### config.mk
export PLATFORM = sky130hd
export DESIGN_NAME = wdog_timer
export DESIGN_NICKNAME = d
export VERILOG_FILES = /design/src/rtl/wdt_pkg.sv /design/src/rtl/wdt_regs.sv /design/src/rtl/wdt_tick.sv /design/src/rtl/wdt_count.sv /design/src/rtl/wdt_out.sv /design/src/rtl/wdog_timer.sv
export SDC_FILE = /design/constraint.sdc
export NUM_CORES = 1
export LEC_CHECK = 0
export BUFFER_PORTS_ARGS = -buffer_cell sky130_fd_sc_hd__buf_2
export CORE_MARGIN = 3
export CORE_UTILIZATION = 60
export DETAILED_ROUTE_END_ITERATION = 12
export GPL_TIMING_DRIVEN = 1
export PLACE_DENSITY = 0.88
export SYNTH_ARGS = -nofsm -noshare
export SYNTH_HDL_FRONTEND = slang
export SYNTH_SLANG_ARGS = --single-unit
### constraint.sdc
create_clock -name clk -period 4.4 [get_ports clk]
set_input_delay 0.44 -clock clk [delete_from_list [all_inputs] [get_ports clk]]
set_output_delay 0.44 -clock clk [all_outputs]
set_load 0.02 [all_outputs]
### src/rtl/wdt_pkg.sv
package wdt_pkg;

    localparam int CNT_W       = 16;
    localparam int PRE_W       = 8;
    localparam int DIV_MIN_LOG = 4;
    localparam int DIV_W       = DIV_MIN_LOG + 3;
    localparam int ADDR_W      = 4;
    localparam int DATA_W      = 32;

    localparam logic [ADDR_W-1:0] OFF_CTRL   = 4'h0;
    localparam logic [ADDR_W-1:0] OFF_RELOAD = 4'h4;
    localparam logic [ADDR_W-1:0] OFF_COUNT  = 4'h8;
    localparam logic [ADDR_W-1:0] OFF_CLEAR  = 4'hC;

    localparam logic [CNT_W-1:0] CNT_RESET = 16'h8000;

    typedef enum logic [1:0] {
        DIV_BY16  = 2'd0,
        DIV_BY32  = 2'd1,
        DIV_BY64  = 2'd2,
        DIV_BY128 = 2'd3
    } div_sel_e;

    typedef struct packed {
        logic             dbg_mask;
        logic [PRE_W-1:0] pre;
        logic             run;
        div_sel_e         div_sel;
        logic             irq_en;
        logic             rst_en;
    } ctrl_t;

    function automatic ctrl_t ctrl_unpack(input logic [DATA_W-1:0] w);
        ctrl_t c;
        c.rst_en   = w[0];
        c.irq_en   = w[2];
        c.div_sel  = div_sel_e'(w[4:3]);
        c.run      = w[5];
        c.pre      = w[15:8];
        c.dbg_mask = w[16];
        return c;
    endfunction

    function automatic logic [DATA_W-1:0] ctrl_pack(input ctrl_t c);
        logic [DATA_W-1:0] w;
        w       = '0;
        w[0]    = c.rst_en;
        w[2]    = c.irq_en;
        w[4:3]  = c.div_sel;
        w[5]    = c.run;
        w[15:8] = c.pre;
        w[16]   = c.dbg_mask;
        return w;
    endfunction

endpackage

### src/rtl/wdt_regs.sv
module wdt_regs
    import wdt_pkg::*;
(
    input  logic              clk,
    input  logic              rst,
    input  logic [ADDR_W-1:0] addr,
    input  logic [DATA_W-1:0] wdata,
    input  logic              we,
    input  logic              re,
    input  logic [CNT_W-1:0]  count_val,
    output logic [DATA_W-1:0] rdata,
    output ctrl_t             ctrl,
    output logic [CNT_W-1:0]  reload,
    output logic              cnt_wr,
    output logic              clr_wr
);
    logic [DATA_W-1:0] rd_mux;

    assign cnt_wr = we && (addr == OFF_COUNT);
    assign clr_wr = we && (addr == OFF_CLEAR);

    always_ff @(posedge clk) begin
        if (rst) begin
            ctrl   <= '0;
            reload <= CNT_RESET;
        end else if (we) begin
            if (addr == OFF_CTRL)   ctrl   <= ctrl_unpack(wdata);
            if (addr == OFF_RELOAD) reload <= wdata[CNT_W-1:0];
        end
    end

    always_comb begin
        unique case (addr)
            OFF_CTRL:   rd_mux = ctrl_pack(ctrl);
            OFF_RELOAD: rd_mux = DATA_W'(reload);
            OFF_COUNT:  rd_mux = DATA_W'(count_val);
            default:    rd_mux = '0;
        endcase
    end

    always_ff @(posedge clk) begin
        if (rst)     rdata <= '0;
        else if (re) rdata <= rd_mux;
    end
endmodule

### src/rtl/wdt_tick.sv
module wdt_tick
    import wdt_pkg::*;
(
    input  logic             clk,
    input  logic             rst,
    input  logic             run,
    input  logic             restart,
    input  logic [PRE_W-1:0] pre,
    input  div_sel_e         div_sel,
    output logic             tick
);
    logic [PRE_W-1:0] pre_cnt;
    logic [DIV_W-1:0] div_cnt;
    logic [DIV_W-1:0] need;
    logic             pre_tick;

    always_comb begin
        for (int i = 0; i < DIV_W; i++)
            need[i] = (i < DIV_MIN_LOG + int'(div_sel));
    end

    assign pre_tick = run && (pre_cnt == pre);
    assign tick     = pre_tick && ((div_cnt & need) == need);

    always_ff @(posedge clk) begin
        if (rst || restart) begin
            pre_cnt <= '0;
            div_cnt <= '0;
        end else if (pre_tick) begin
            pre_cnt <= '0;
            div_cnt <= div_cnt + 1'b1;
        end else if (run) begin
            pre_cnt <= pre_cnt + 1'b1;
        end
    end
endmodule

### src/rtl/wdt_count.sv
module wdt_count
    import wdt_pkg::*;
(
    input  logic             clk,
    input  logic             rst,
    input  logic             load,
    input  logic [CNT_W-1:0] load_val,
    input  logic             tick,
    input  logic [CNT_W-1:0] reload,
    output logic [CNT_W-1:0] count,
    output logic             expire
);
    assign expire = tick && !load && (count == '0);

    always_ff @(posedge clk) begin
        if (rst)         count <= CNT_RESET;
        else if (load)   count <= load_val;
        else if (expire) count <= reload;
        else if (tick)   count <= count - 1'b1;
    end
endmodule

### src/rtl/wdt_out.sv
module wdt_out #(
    parameter int RST_PULSE = 8
) (
    input  logic clk,
    input  logic rst,
    input  logic expire,
    input  logic irq_en,
    input  logic rst_en,
    input  logic clr,
    input  logic hold_off,
    output logic irq_pend,
    output logic irq,
    output logic rst_req
);
    localparam int PW = $clog2(RST_PULSE + 1);
    localparam logic [PW-1:0] PULSE_LEN = PW'(RST_PULSE);

    logic [PW-1:0] pulse_left;

    always_ff @(posedge clk) begin
        if (rst)                    irq_pend <= 1'b0;
        else if (expire && irq_en)  irq_pend <= 1'b1;
        else if (clr)               irq_pend <= 1'b0;
    end

    always_ff @(posedge clk) begin
        if (rst)                     pulse_left <= '0;
        else if (expire && rst_en)   pulse_left <= PULSE_LEN;
        else if (pulse_left != '0)   pulse_left <= pulse_left - 1'b1;
    end

    assign irq     = irq_pend && !hold_off;
    assign rst_req = (pulse_left != '0) && !hold_off;
endmodule

### src/rtl/wdog_timer.sv
module wdog_timer
    import wdt_pkg::*;
#(
    parameter int RST_PULSE = 8
) (
    input  logic              clk,
    input  logic              rst,
    input  logic [ADDR_W-1:0] bus_addr,
    input  logic [DATA_W-1:0] bus_wdata,
    input  logic              bus_we,
    input  logic              bus_re,
    output logic [DATA_W-1:0] bus_rdata,
    input  logic              dbg_ack,
    input  logic              cnt_en_in,
    output logic              irq,
    output logic              rst_req
);
    ctrl_t            ctrl_q;
    logic [CNT_W-1:0] reload_q;
    logic [CNT_W-1:0] count_q;
    logic             cnt_wr;
    logic             clr_wr;
    logic             tick;
    logic             expire;
    logic             irq_pend;
    logic             counting;

    assign counting = ctrl_q.run && cnt_en_in;

    wdt_regs u_regs (
        .clk(clk), .rst(rst), .addr(bus_addr), .wdata(bus_wdata),
        .we(bus_we), .re(bus_re), .count_val(count_q), .rdata(bus_rdata),
        .ctrl(ctrl_q), .reload(reload_q), .cnt_wr(cnt_wr), .clr_wr(clr_wr)
    );

    wdt_tick u_tick (
        .clk(clk), .rst(rst), .run(counting), .restart(cnt_wr),
        .pre(ctrl_q.pre), .div_sel(ctrl_q.div_sel), .tick(tick)
    );

    wdt_count u_count (
        .clk(clk), .rst(rst), .load(cnt_wr), .load_val(bus_wdata[CNT_W-1:0]),
        .tick(tick), .reload(reload_q), .count(count_q), .expire(expire)
    );

    wdt_out #(.RST_PULSE(RST_PULSE)) u_out (
        .clk(clk), .rst(rst), .expire(expire), .irq_en(ctrl_q.irq_en),
        .rst_en(ctrl_q.rst_en), .clr(clr_wr),
        .hold_off(ctrl_q.dbg_mask && dbg_ack),
        .irq_pend(irq_pend), .irq(irq), .rst_req(rst_req)
    );
endmodule

==> flow_summary.toml, run 1 <==
[status]
outcome = "completed"

[routing]
viasPerCell = 5.91
drt_iter0_drc = 303
first_pass_iters = 5
vias = 3989
antenna_left = 0
detail_route.wl_per_cell_um = 16.2
drt_wl_total_mm = 11.0
drc = 0

[clock_network]
clk_pin_slew_ps = 90
cts_resized = 0
cts_tree = "built"
cts-root-buf = "clkbuf_8"
postCtsHoldBufs = 0
clock_latency_ps = 360
htree_num_levels = 3
cts_buffers = 9
cts_sinks = 83
clk_path_buf_depth = 2
postCtsSetupBuffers = 0

[placed_design]
dpl.hpwl_mm = 7.50
portBuffers = 45
post-place-ws_ps = 1440
dpl-instance-area_um2 = 4410
gp_congestion = 0.909

[sta]
period_share_pct = 69.1
rsz0062_at_grt = "no"
relSlewSlack_pct = 31.7
setup_viol = 0
worst_slew_pin_slew_ps = 1020
fin_ws_ps = 1360
hold_viol_final = 0
fmax_mhz = 329
fin_worst_skew_ps = 11.0
setup_tns_ps = 0
finalMaxSlewViolations = 0
period_needed_ps = 3040

[logic_synthesis]
synth_most_common_cell = "nand2_1"
synth.area.top_cells = "dfxtp_1, nand2_1, a21oi_1"
yosys.cell_types.count = 52
synth_edf_count = 0
avgSynthCellArea_um2 = 7.71
synth_compound_gate_area_share_pct = 18.3
synth_area_um2 = 4240
synthSimpleGateAreaFrac_pct = 26.0
synth_top_area_share_pct = 39.2
synth_flop_cell = "dfxtp_1"
muxShareOfSynthArea_pct = 3.54
async_reset_ff_share_pct = 0
synth_top_area_cell = "dfxtp_1"
ys_ff_latch = 83
synthXorXnorAreaFrac_pct = 4.54
yosysWarnings = 0
ys_top_cells_by_count = "nand2_1, dfxtp_1, nor2_1"
synthCells = 550
ys_seq_area_share_pct = 39.2
synth_top_family_by_area = "simple AND/OR/NAND/NOR gates"
synthAdderAreaFrac_pct = 1.47

[floorplan]
coreArea_um2 = 6830
start_util_pct = 62.1
io_pins = 76
design.die.area_um2 = 8110
die_h_um = 90.1
die_x_um = 90.1
num_rows = 30

[setup_path]
startpoint = "u_tick.pre_cnt[5]"
crit_end = "u_count.count[10]"
path_common_cell = "o31a_1"
crit_chain = "xor2_1 -> nor4_1 -> nand3_1 -> or2_0 -> o31a_1 -> o31a_1"
worstRegToRegCells = 6
crit_path_top_delay_cell = "or2_0"
worstPathMaxFanout = 14
cp-start-kind = "flip-flop"
endpoint_kind = "flip-flop"
regToRegSetupSlack_ps = 1360
reg2reg_from = "u_tick.pre_cnt[5]"
required_ps = 4650
reg2reg_to = "u_count.count[10]"
slowest_delay_ps = 720
crit_arrival_ps = 3290
critPathKind = "flip-flop to flip-flop"

[min_path]
hold_path_class = "input pin to flip-flop"

[layout]
seq_area_um2 = 1660
synthToLayoutAreaGrowth_pct = 9.09
fin_util_pct = 67.7
fillers = 589
n_antenna_cell = 0
multi_input_area_um2 = 2340
final_area_um2 = 4630
fin_nets = 621
layout-drive-gt1-share_pct = 11.9

[pwr]
power.total_mw = 1.64
leakagePower_nw = 1.84
ir_drop_uv = 228
p_per_area_nw_per_um2 = 354

[global_route]
grt_overflow = 0
grt_usage_pct = 27.1
grt_pass1_wl_mm = 18.0
antenna_found_initial = 0
grt_max_degree = 36
grt_pass1_vias = 3764

[job]
maxCapViolCount = 0
## per-stage QoR
stage          instances  hold slack [ps]
2_1_floorplan        564              428
3_3_place_gp         659              443
3_5_place_dp         659              445
4_1_cts              675              312
5_1_grt              675              319
6_report             675              320
## state kept, by name (all words and copies together) (netlist names)
name and count:
u_out.irq_pend 1, u_out.pulse_left 4, u_count.count 16, u_regs.ctrl 14, u_regs.rdata 17, u_tick.div_cnt 7, u_tick.pre_cnt 8, u_regs.reload 16
## power breakdown
group	total, mW	internal, mW	leakage [nW]	switching [mW]
sequential	0.791	0.774	0.670	0.0174
combinational	0.240	0.0866	1.06	0.153
clock	0.608	0.336	0.111	0.272
total	1.64	1.20	1.84	0.443
## kinds of logic (layout without fill, tap and decap cells)
| group | Yosys count | count (layout) |
|---|---|---|
| adder cells (fa/ha/maj) | 5 | 5 |
| XOR/XNOR | 22 | 22 |
| AND/OR/NAND/NOR | 238 | 238 |
| multiplexers | 15 | 15 |
| AO/OA/AOI/OAI | 127 | 127 |
| buffers and inverters | 59 | 74 |
| other | 1 | 15 |
| flip-flops | 83 | 83 |
## placed cells by master (no fill, tap or decap), drive strengths merged, types with 14 or more instances in the layout
master	count
o21ai	26
nor2	61
a21oi	59
mux2i	15
xor2	14
conb	15
buf	48
nor2b	18
nand2	102
dfxtp	83
## layer usage
| metal | global-route usage (%) | vias to the layer above | part of all wire, % |
|---|---|---|---|
| met4 | 11.5 | 0 | 2.7 |
| met1 | 35.2 | 1854 | 42 |
| met5 | 0 | - | 0 |
| met3 | 5.77 | 30 | 8.9 |
| li1 | - | 1902 | - |
| met2 | 43.5 | 203 | 47 |
## critical path: cells and delay by family (launching register included)
family | cells | cell delay, ps
AOI/OAI and AO/OA | 2 | 680
xor gates and xnor gates | 1 | 160
and+or+nand+nor | 3 | 1730
DFF | 1 | 360
## worst min path at each step
stage | start | slack (ps) | to | cells after the start
after floorplan | u_out.irq_pend | 430 | u_out.irq_pend | 2
after global placement | u_out.irq_pend | 440 | u_out.irq_pend | 2
after detailed placement | u_out.irq_pend | 440 | u_out.irq_pend | 2
after CTS | bus_wdata[16] | 310 | u_regs.ctrl[13] | 3
after global routing | bus_wdata[16] | 320 | u_regs.ctrl[13] | 3
final | bus_wdata[16] | 320 | u_regs.ctrl[13] | 3
## layout make-up
type / count / share of cell area (%)
Clock buffer: 12 / 3.14
Clock inverter: 4 / 1.60
Inverter: 10 / 0.811
Sequential cell: 83 / 35.9
Timing Repair Buffer: 48 / 5.35
Tap cell: 96 / 2.60
Multi-Input combinational cell: 422 / 50.6
No activity file was read; power rests on OpenSTA's default activity.
==> inputs of run 2 (changes only) <==
- CORE_UTILIZATION: 60 -> 56
- PLACE_DENSITY: 0.88 -> 0.83
- clock period: 4.4 -> 3.2 ns (I/O delays scaled with it)
==> run 2 against run 1 <==
- sequential power rose by 38%
- largest power group unchanged
- setup slack got worse by 770 ps
- combinational power rose by 40%
- largest cell class unchanged
- routed wire length fell by 1.7%
- critical path type unchanged
==> flow_summary.toml, run 2 (same netlist as run 1, synthesis figures left out) <==
[pwr]
leakagePower_nw = 1.85
p_per_area_nw_per_um2 = 476
ir_drop_uv = 354

[setup_path]
endpoint_kind = "flip-flop"
cp_top_family = "simple AND/OR/NAND/NOR gates"
slowest_delay_ps = 690
startpoint = "u_count.count[7]"
required_ps = 3480
crit_arrival_ps = 2890
crit_chain = "or4_1 -> nor4_4 -> and2_1 -> a21o_1 -> a21oi_1 -> a211oi_2"
worstPathMaxFanout = 8
cp_num_buf_inv = 0
cp-start-kind = "flip-flop"
crit_path_top_delay_cell = "or4_1"
critPathKind = "flip-flop to flip-flop"
regToRegSetupSlack_ps = 590
reg2reg_from = "u_count.count[7]"

[routing]
vias = 3940
first_pass_iters = 5
drt_wl_total_mm = 10.8
antenna_left = 0
drt_iter0_drc = 275
drc = 0
viasPerCell = 5.77
detail_route.wl_per_cell_um = 15.8

[placed_design]
dpl.hpwl_mm = 7.62
portBuffers = 45
dpl-instance-area_um2 = 4450
gp_congestion = 0.914

[global_route]
antenna_found_initial = 0
grt_usage_pct = 26.0
grt_pass1_wl_mm = 18.0
grt_overflow = 0
grt_max_degree = 38
grt_pass1_vias = 3775

[clock_network]
postCtsSetupBuffers = 0
clk_path_buf_depth = 2
cts-root-buf = "clkbuf_8"
cts_tree = "built"
postCtsHoldBufs = 0
htree_num_levels = 3
clock_latency_ps = 360
cts_buffers = 9
clk_pin_slew_ps = 90
cts_resized = 0
cts_sinks = 83

[layout]
layout-drive-gt1-share_pct = 13.0
final_area_um2 = 4660
reg_top3 = "u_regs.rdata (17), u_count.count (16), u_regs.reload (16)"
n_antenna_cell = 0
top_register = "u_regs.rdata"
fin_nets = 626
layout_common_cells = "nand2_1, dfxtp_1, nor2_1, a21oi_1, buf_2"
largest_reg_flops = 17
synthToLayoutAreaGrowth_pct = 9.85
layout_commonest_cell = "nand2_1"

[sta]
period_needed_ps = 2610
relSlewSlack_pct = 40.0
setup_viol = 0
hold_viol_final = 0
finalMaxSlewViolations = 0
worst_slew_pin_slew_ps = 901
rsz0062_at_grt = "no"
fin_worst_skew_ps = 7.69
setup_tns_ps = 0
period_share_pct = 81.5
fmax_mhz = 384

[floorplan]
coreArea_um2 = 7290
io_pins = 76
die_h_um = 93.0
design.die.area_um2 = 8650
start_util_pct = 58.2
num_rows = 31
die_x_um = 93.0

[job]
maxCapViolCount = 0

[min_path]
hold_start = "bus_wdata[16]"
hold_path_class = "input pin to flip-flop"

[status]
outcome = "completed"
## run 2: changes by cell type in the layout (fill, tap and decap cells not counted), sizes merged
cell      previous run  this run
buf                 48        53
clkinvlp             0         1
inv                 10        12
clkbuf              12        10
bufinv               2         1
## run 2: cell type report
| class | instances | area (um2) |
|---|---|---|
| fillers | 657 | 2630 |
| multi-input cells | 422 | 2340 |
| flip-flops and latches | 83 | 1660 |
| repair buffers | 53 | 285 |
| clock buffers | 10 | 138 |
| well taps | 99 | 124 |
| clock inverters | 6 | 72.6 |
| inverters | 10 | 37.5 |
## run 2: metal layers
metal	global-route usage, %	wire length [um]
met2	39.6	4870
met4	9.65	223
met3	8.05	1030
met1	34.8	4660
met5	0	0
## run 2: tightest hold or removal path: cells and delay by family
kind	cells	cell delay, ps
AND/OR/NAND/NOR	1	50
AO/OA/AOI/OAI	1	50
buffers and inverters	1	100
## run 2: power breakdown
group	internal [mW]	switching, mW
combinational	0.120	0.215
clock	0.390	0.403
sequential	1.06	0.0256
## run 2: through the flow
step                      hold WS, ps  util (%)  power (mW)  worst slack [ps]  cells
after floorplan                   428         -        1.36              1040    564
after global placement            440      61.0        1.43               746    667
after detailed placement          463      61.0        1.44               666    667
after CTS                         191      63.9        2.22               640    683
after global routing              195      63.9        2.32               461    683
final                             197      63.9        2.22               592    683
## run 2: path summary, 6_finish.rpt
kind                           end  cells after the start
setup / recovery  u_count.count[8]                      6
hold / removal     u_regs.ctrl[13]                      3
setup reg to reg  u_count.count[8]                      6
hold reg to reg     u_out.irq_pend                      2
==> inputs of run 3 (changes only) <==
- clock period: 3.2 -> 2.5 ns (I/O delays scaled with it)
==> run 3 against run 2 <==
- count of clock-buffer cells in the layout increased by 1
- power is 38% higher
- routed wire length up 2.0%
- utilization is 1.5 points higher
- combinational power is 31% higher
- critical path depth unchanged
- maximum frequency is 9.7% higher
- clock power increased by 54%
- setup slack worse by 470 ps
- clock skew up 5.1 ps
- first-iteration DRC count grew 52%
- sequential cell count stayed put
==> flow_summary.toml, run 3 (same netlist as run 1, synthesis figures left out) <==
[status]
outcome = "completed"

[setup_path]
worstPathMaxFanout = 6
path_common_cell = "or4_1"
worstRegToRegCells = 6
crit_chain = "or4_1 -> or4_1 -> nor3_1 -> a2bb2oi_1 -> o21ai_0 -> o21ai_1"
critPathKind = "flip-flop to flip-flop"
required_ps = 2750
regToRegSetupSlack_ps = 120
cp_num_buf_inv = 0
endpoint_kind = "flip-flop"
cp-start-kind = "flip-flop"
cp_top_family = "simple AND/OR/NAND/NOR gates"
reg2reg_to = "u_count.count[15]"
reg2reg_from = "u_count.count[8]"
slowest_delay_ps = 680
crit_arrival_ps = 2620
startpoint = "u_count.count[8]"
crit_path_top_delay_cell = "or4_1"

[placed_design]
dpl.hpwl_mm = 7.66
gp_congestion = 0.935
post-place-cells = 674
dpl-instance-area_um2 = 4500
portBuffers = 45

[min_path]
hold_start = "bus_wdata[16]"
holdPathEnd = "u_regs.ctrl[13]"
holdPathStages = 3
hold_path_class = "input pin to flip-flop"

[clock_network]
clock_latency_ps = 360
clk_path_buf_depth = 2
cts_buffers = 9
cts_sinks = 83
postCtsSetupBuffers = 0
clk_pin_slew_ps = 90
cts_tree = "built"
cts-root-buf = "clkbuf_8"
htree_num_levels = 3

[layout]
largest_reg_flops = 17
fin_cells = 690
layout_commonest_cell = "nand2_1"
final_area_um2 = 4770
layout_common_cells = "nand2_1, dfxtp_1, nor2_1, a21oi_1, buf_2"
top_register = "u_regs.rdata"
synthToLayoutAreaGrowth_pct = 12.5
reg_top3 = "u_regs.rdata (17), u_count.count (16), u_regs.reload (16)"
fillers = 621
n_antenna_cell = 0
layout-drive-gt1-share_pct = 14.6
fin_nets = 633

[floorplan]
num_rows = 31
die_h_um = 93.0
die_x_um = 93.0
io_pins = 76
coreArea_um2 = 7290
design.die.area_um2 = 8650
start_util_pct = 58.2

[sta]
setup_viol = 0
fmax_mhz = 421
finalMaxSlewViolations = 0
setup_tns_ps = 0
hold_viol_final = 0
period_needed_ps = 2380
fin_worst_skew_ps = 12.8
relSlewSlack_pct = 49.3
worst_slew_pin_slew_ps = 758
period_share_pct = 95.1
rsz0062_at_grt = "no"

[pwr]
p_per_area_nw_per_um2 = 639
ir_drop_uv = 330
leakagePower_nw = 1.91
p_seq_share_pct = 45.7
internal_power_mw = 2.25
power.share.clock_pct = 39.9
combinationalPowerShare_pct = 14.4
p_switching_mw = 0.802
p_sw_share_pct = 26.3

[global_route]
grt_pass1_wl_mm = 18.1
antenna_found_initial = 0
grt_overflow = 0
grt_max_degree = 37
grt_usage_pct = 26.0
grt_pass1_vias = 3668

[routing]
drc = 0
first_pass_iters = 5
vias = 4050
drt_iter0_drc = 418
viasPerCell = 5.87
drt_wl_total_mm = 11.0
antenna_left = 0
detail_route.wl_per_cell_um = 15.9

[job]
maxCapViolCount = 0
run 3: changes by cell type in the layout (fill, tap and decap cells not counted):
cell	before	now
clkbuf_8	10	11
nor4_2	0	1
clkinv_4	2	1
and2_1	2	1
bufinv_16	1	3
buf_4	8	15
clkinvlp_4	1	0
nor4_1	7	6
or3b_1	1	0
and2_2	0	1
or3b_4	0	1
inv_6	2	1
run 3: worst max-delay path by stage:
stage	end	cells past startpoint	slack, ps
floorplan	u_count.count[7]	9	340
global placement	u_count.count[7]	7	210
detailed placement	u_count.count[7]	7	180
CTS	u_count.count[7]	7	130
global route	u_count.count[15]	6	2
finish	u_count.count[15]	6	120
run 3: timing repair:
action | 4_1_cts | 5_1_grt
endpoints found under the setup margin | 0 | 7
hold buffers | 0 | 0
gates resized for setup | 0 | 3
run 3: cell type report:
cell class                 count  area, um2  share of cell area (%)
tap                           99        124                    2.60
clock inverter                 5        108                    2.26
sequential                    83       1660                    34.8
inverter                      10       37.5                   0.787
multi-input combinational    422       2350                    49.3
timing repair buffer          60        338                    7.08
clock buffer                  11        151                    3.17
run 3: metal layers:
metal	track usage [%]	wire (um)
met5	0	0
met4	7.08	159
met3	4.10	1060
met2	41.5	5050
met1	36.7	4730
run 3: metrics by stage:
step | hold WS (ps) | util [%] | power, mW | setup slack, ps
after floorplan | 359 | - | 1.75 | 336
after global placement | 439 | 61.7 | 1.84 | 214
after detailed placement | 452 | 61.7 | 1.85 | 177
after CTS | 112 | 65.3 | 3.06 | 134
after global routing | 134 | 65.4 | 3.17 | 1.92
final | 121 | 65.4 | 3.05 | 123
run 3: worst reg2reg max path: stages, from the launching register on:
cell,delay (ps)
dfxtp_1,370
or4_1,680
or4_1,620
nor3_1,250
a2bb2oi_1,100
o21ai_0,160
o21ai_1,80
run 3: power groups by stage:
stage                     Clock [mW]  Combinational (mW)  Sequential [mW]
final                           1.22               0.439             1.39
after CTS                       1.23               0.433             1.39
after global routing            1.28               0.489             1.40
after floorplan                    0               0.330             1.42
after global placement             0               0.414             1.42
after detailed placement           0               0.429             1.42
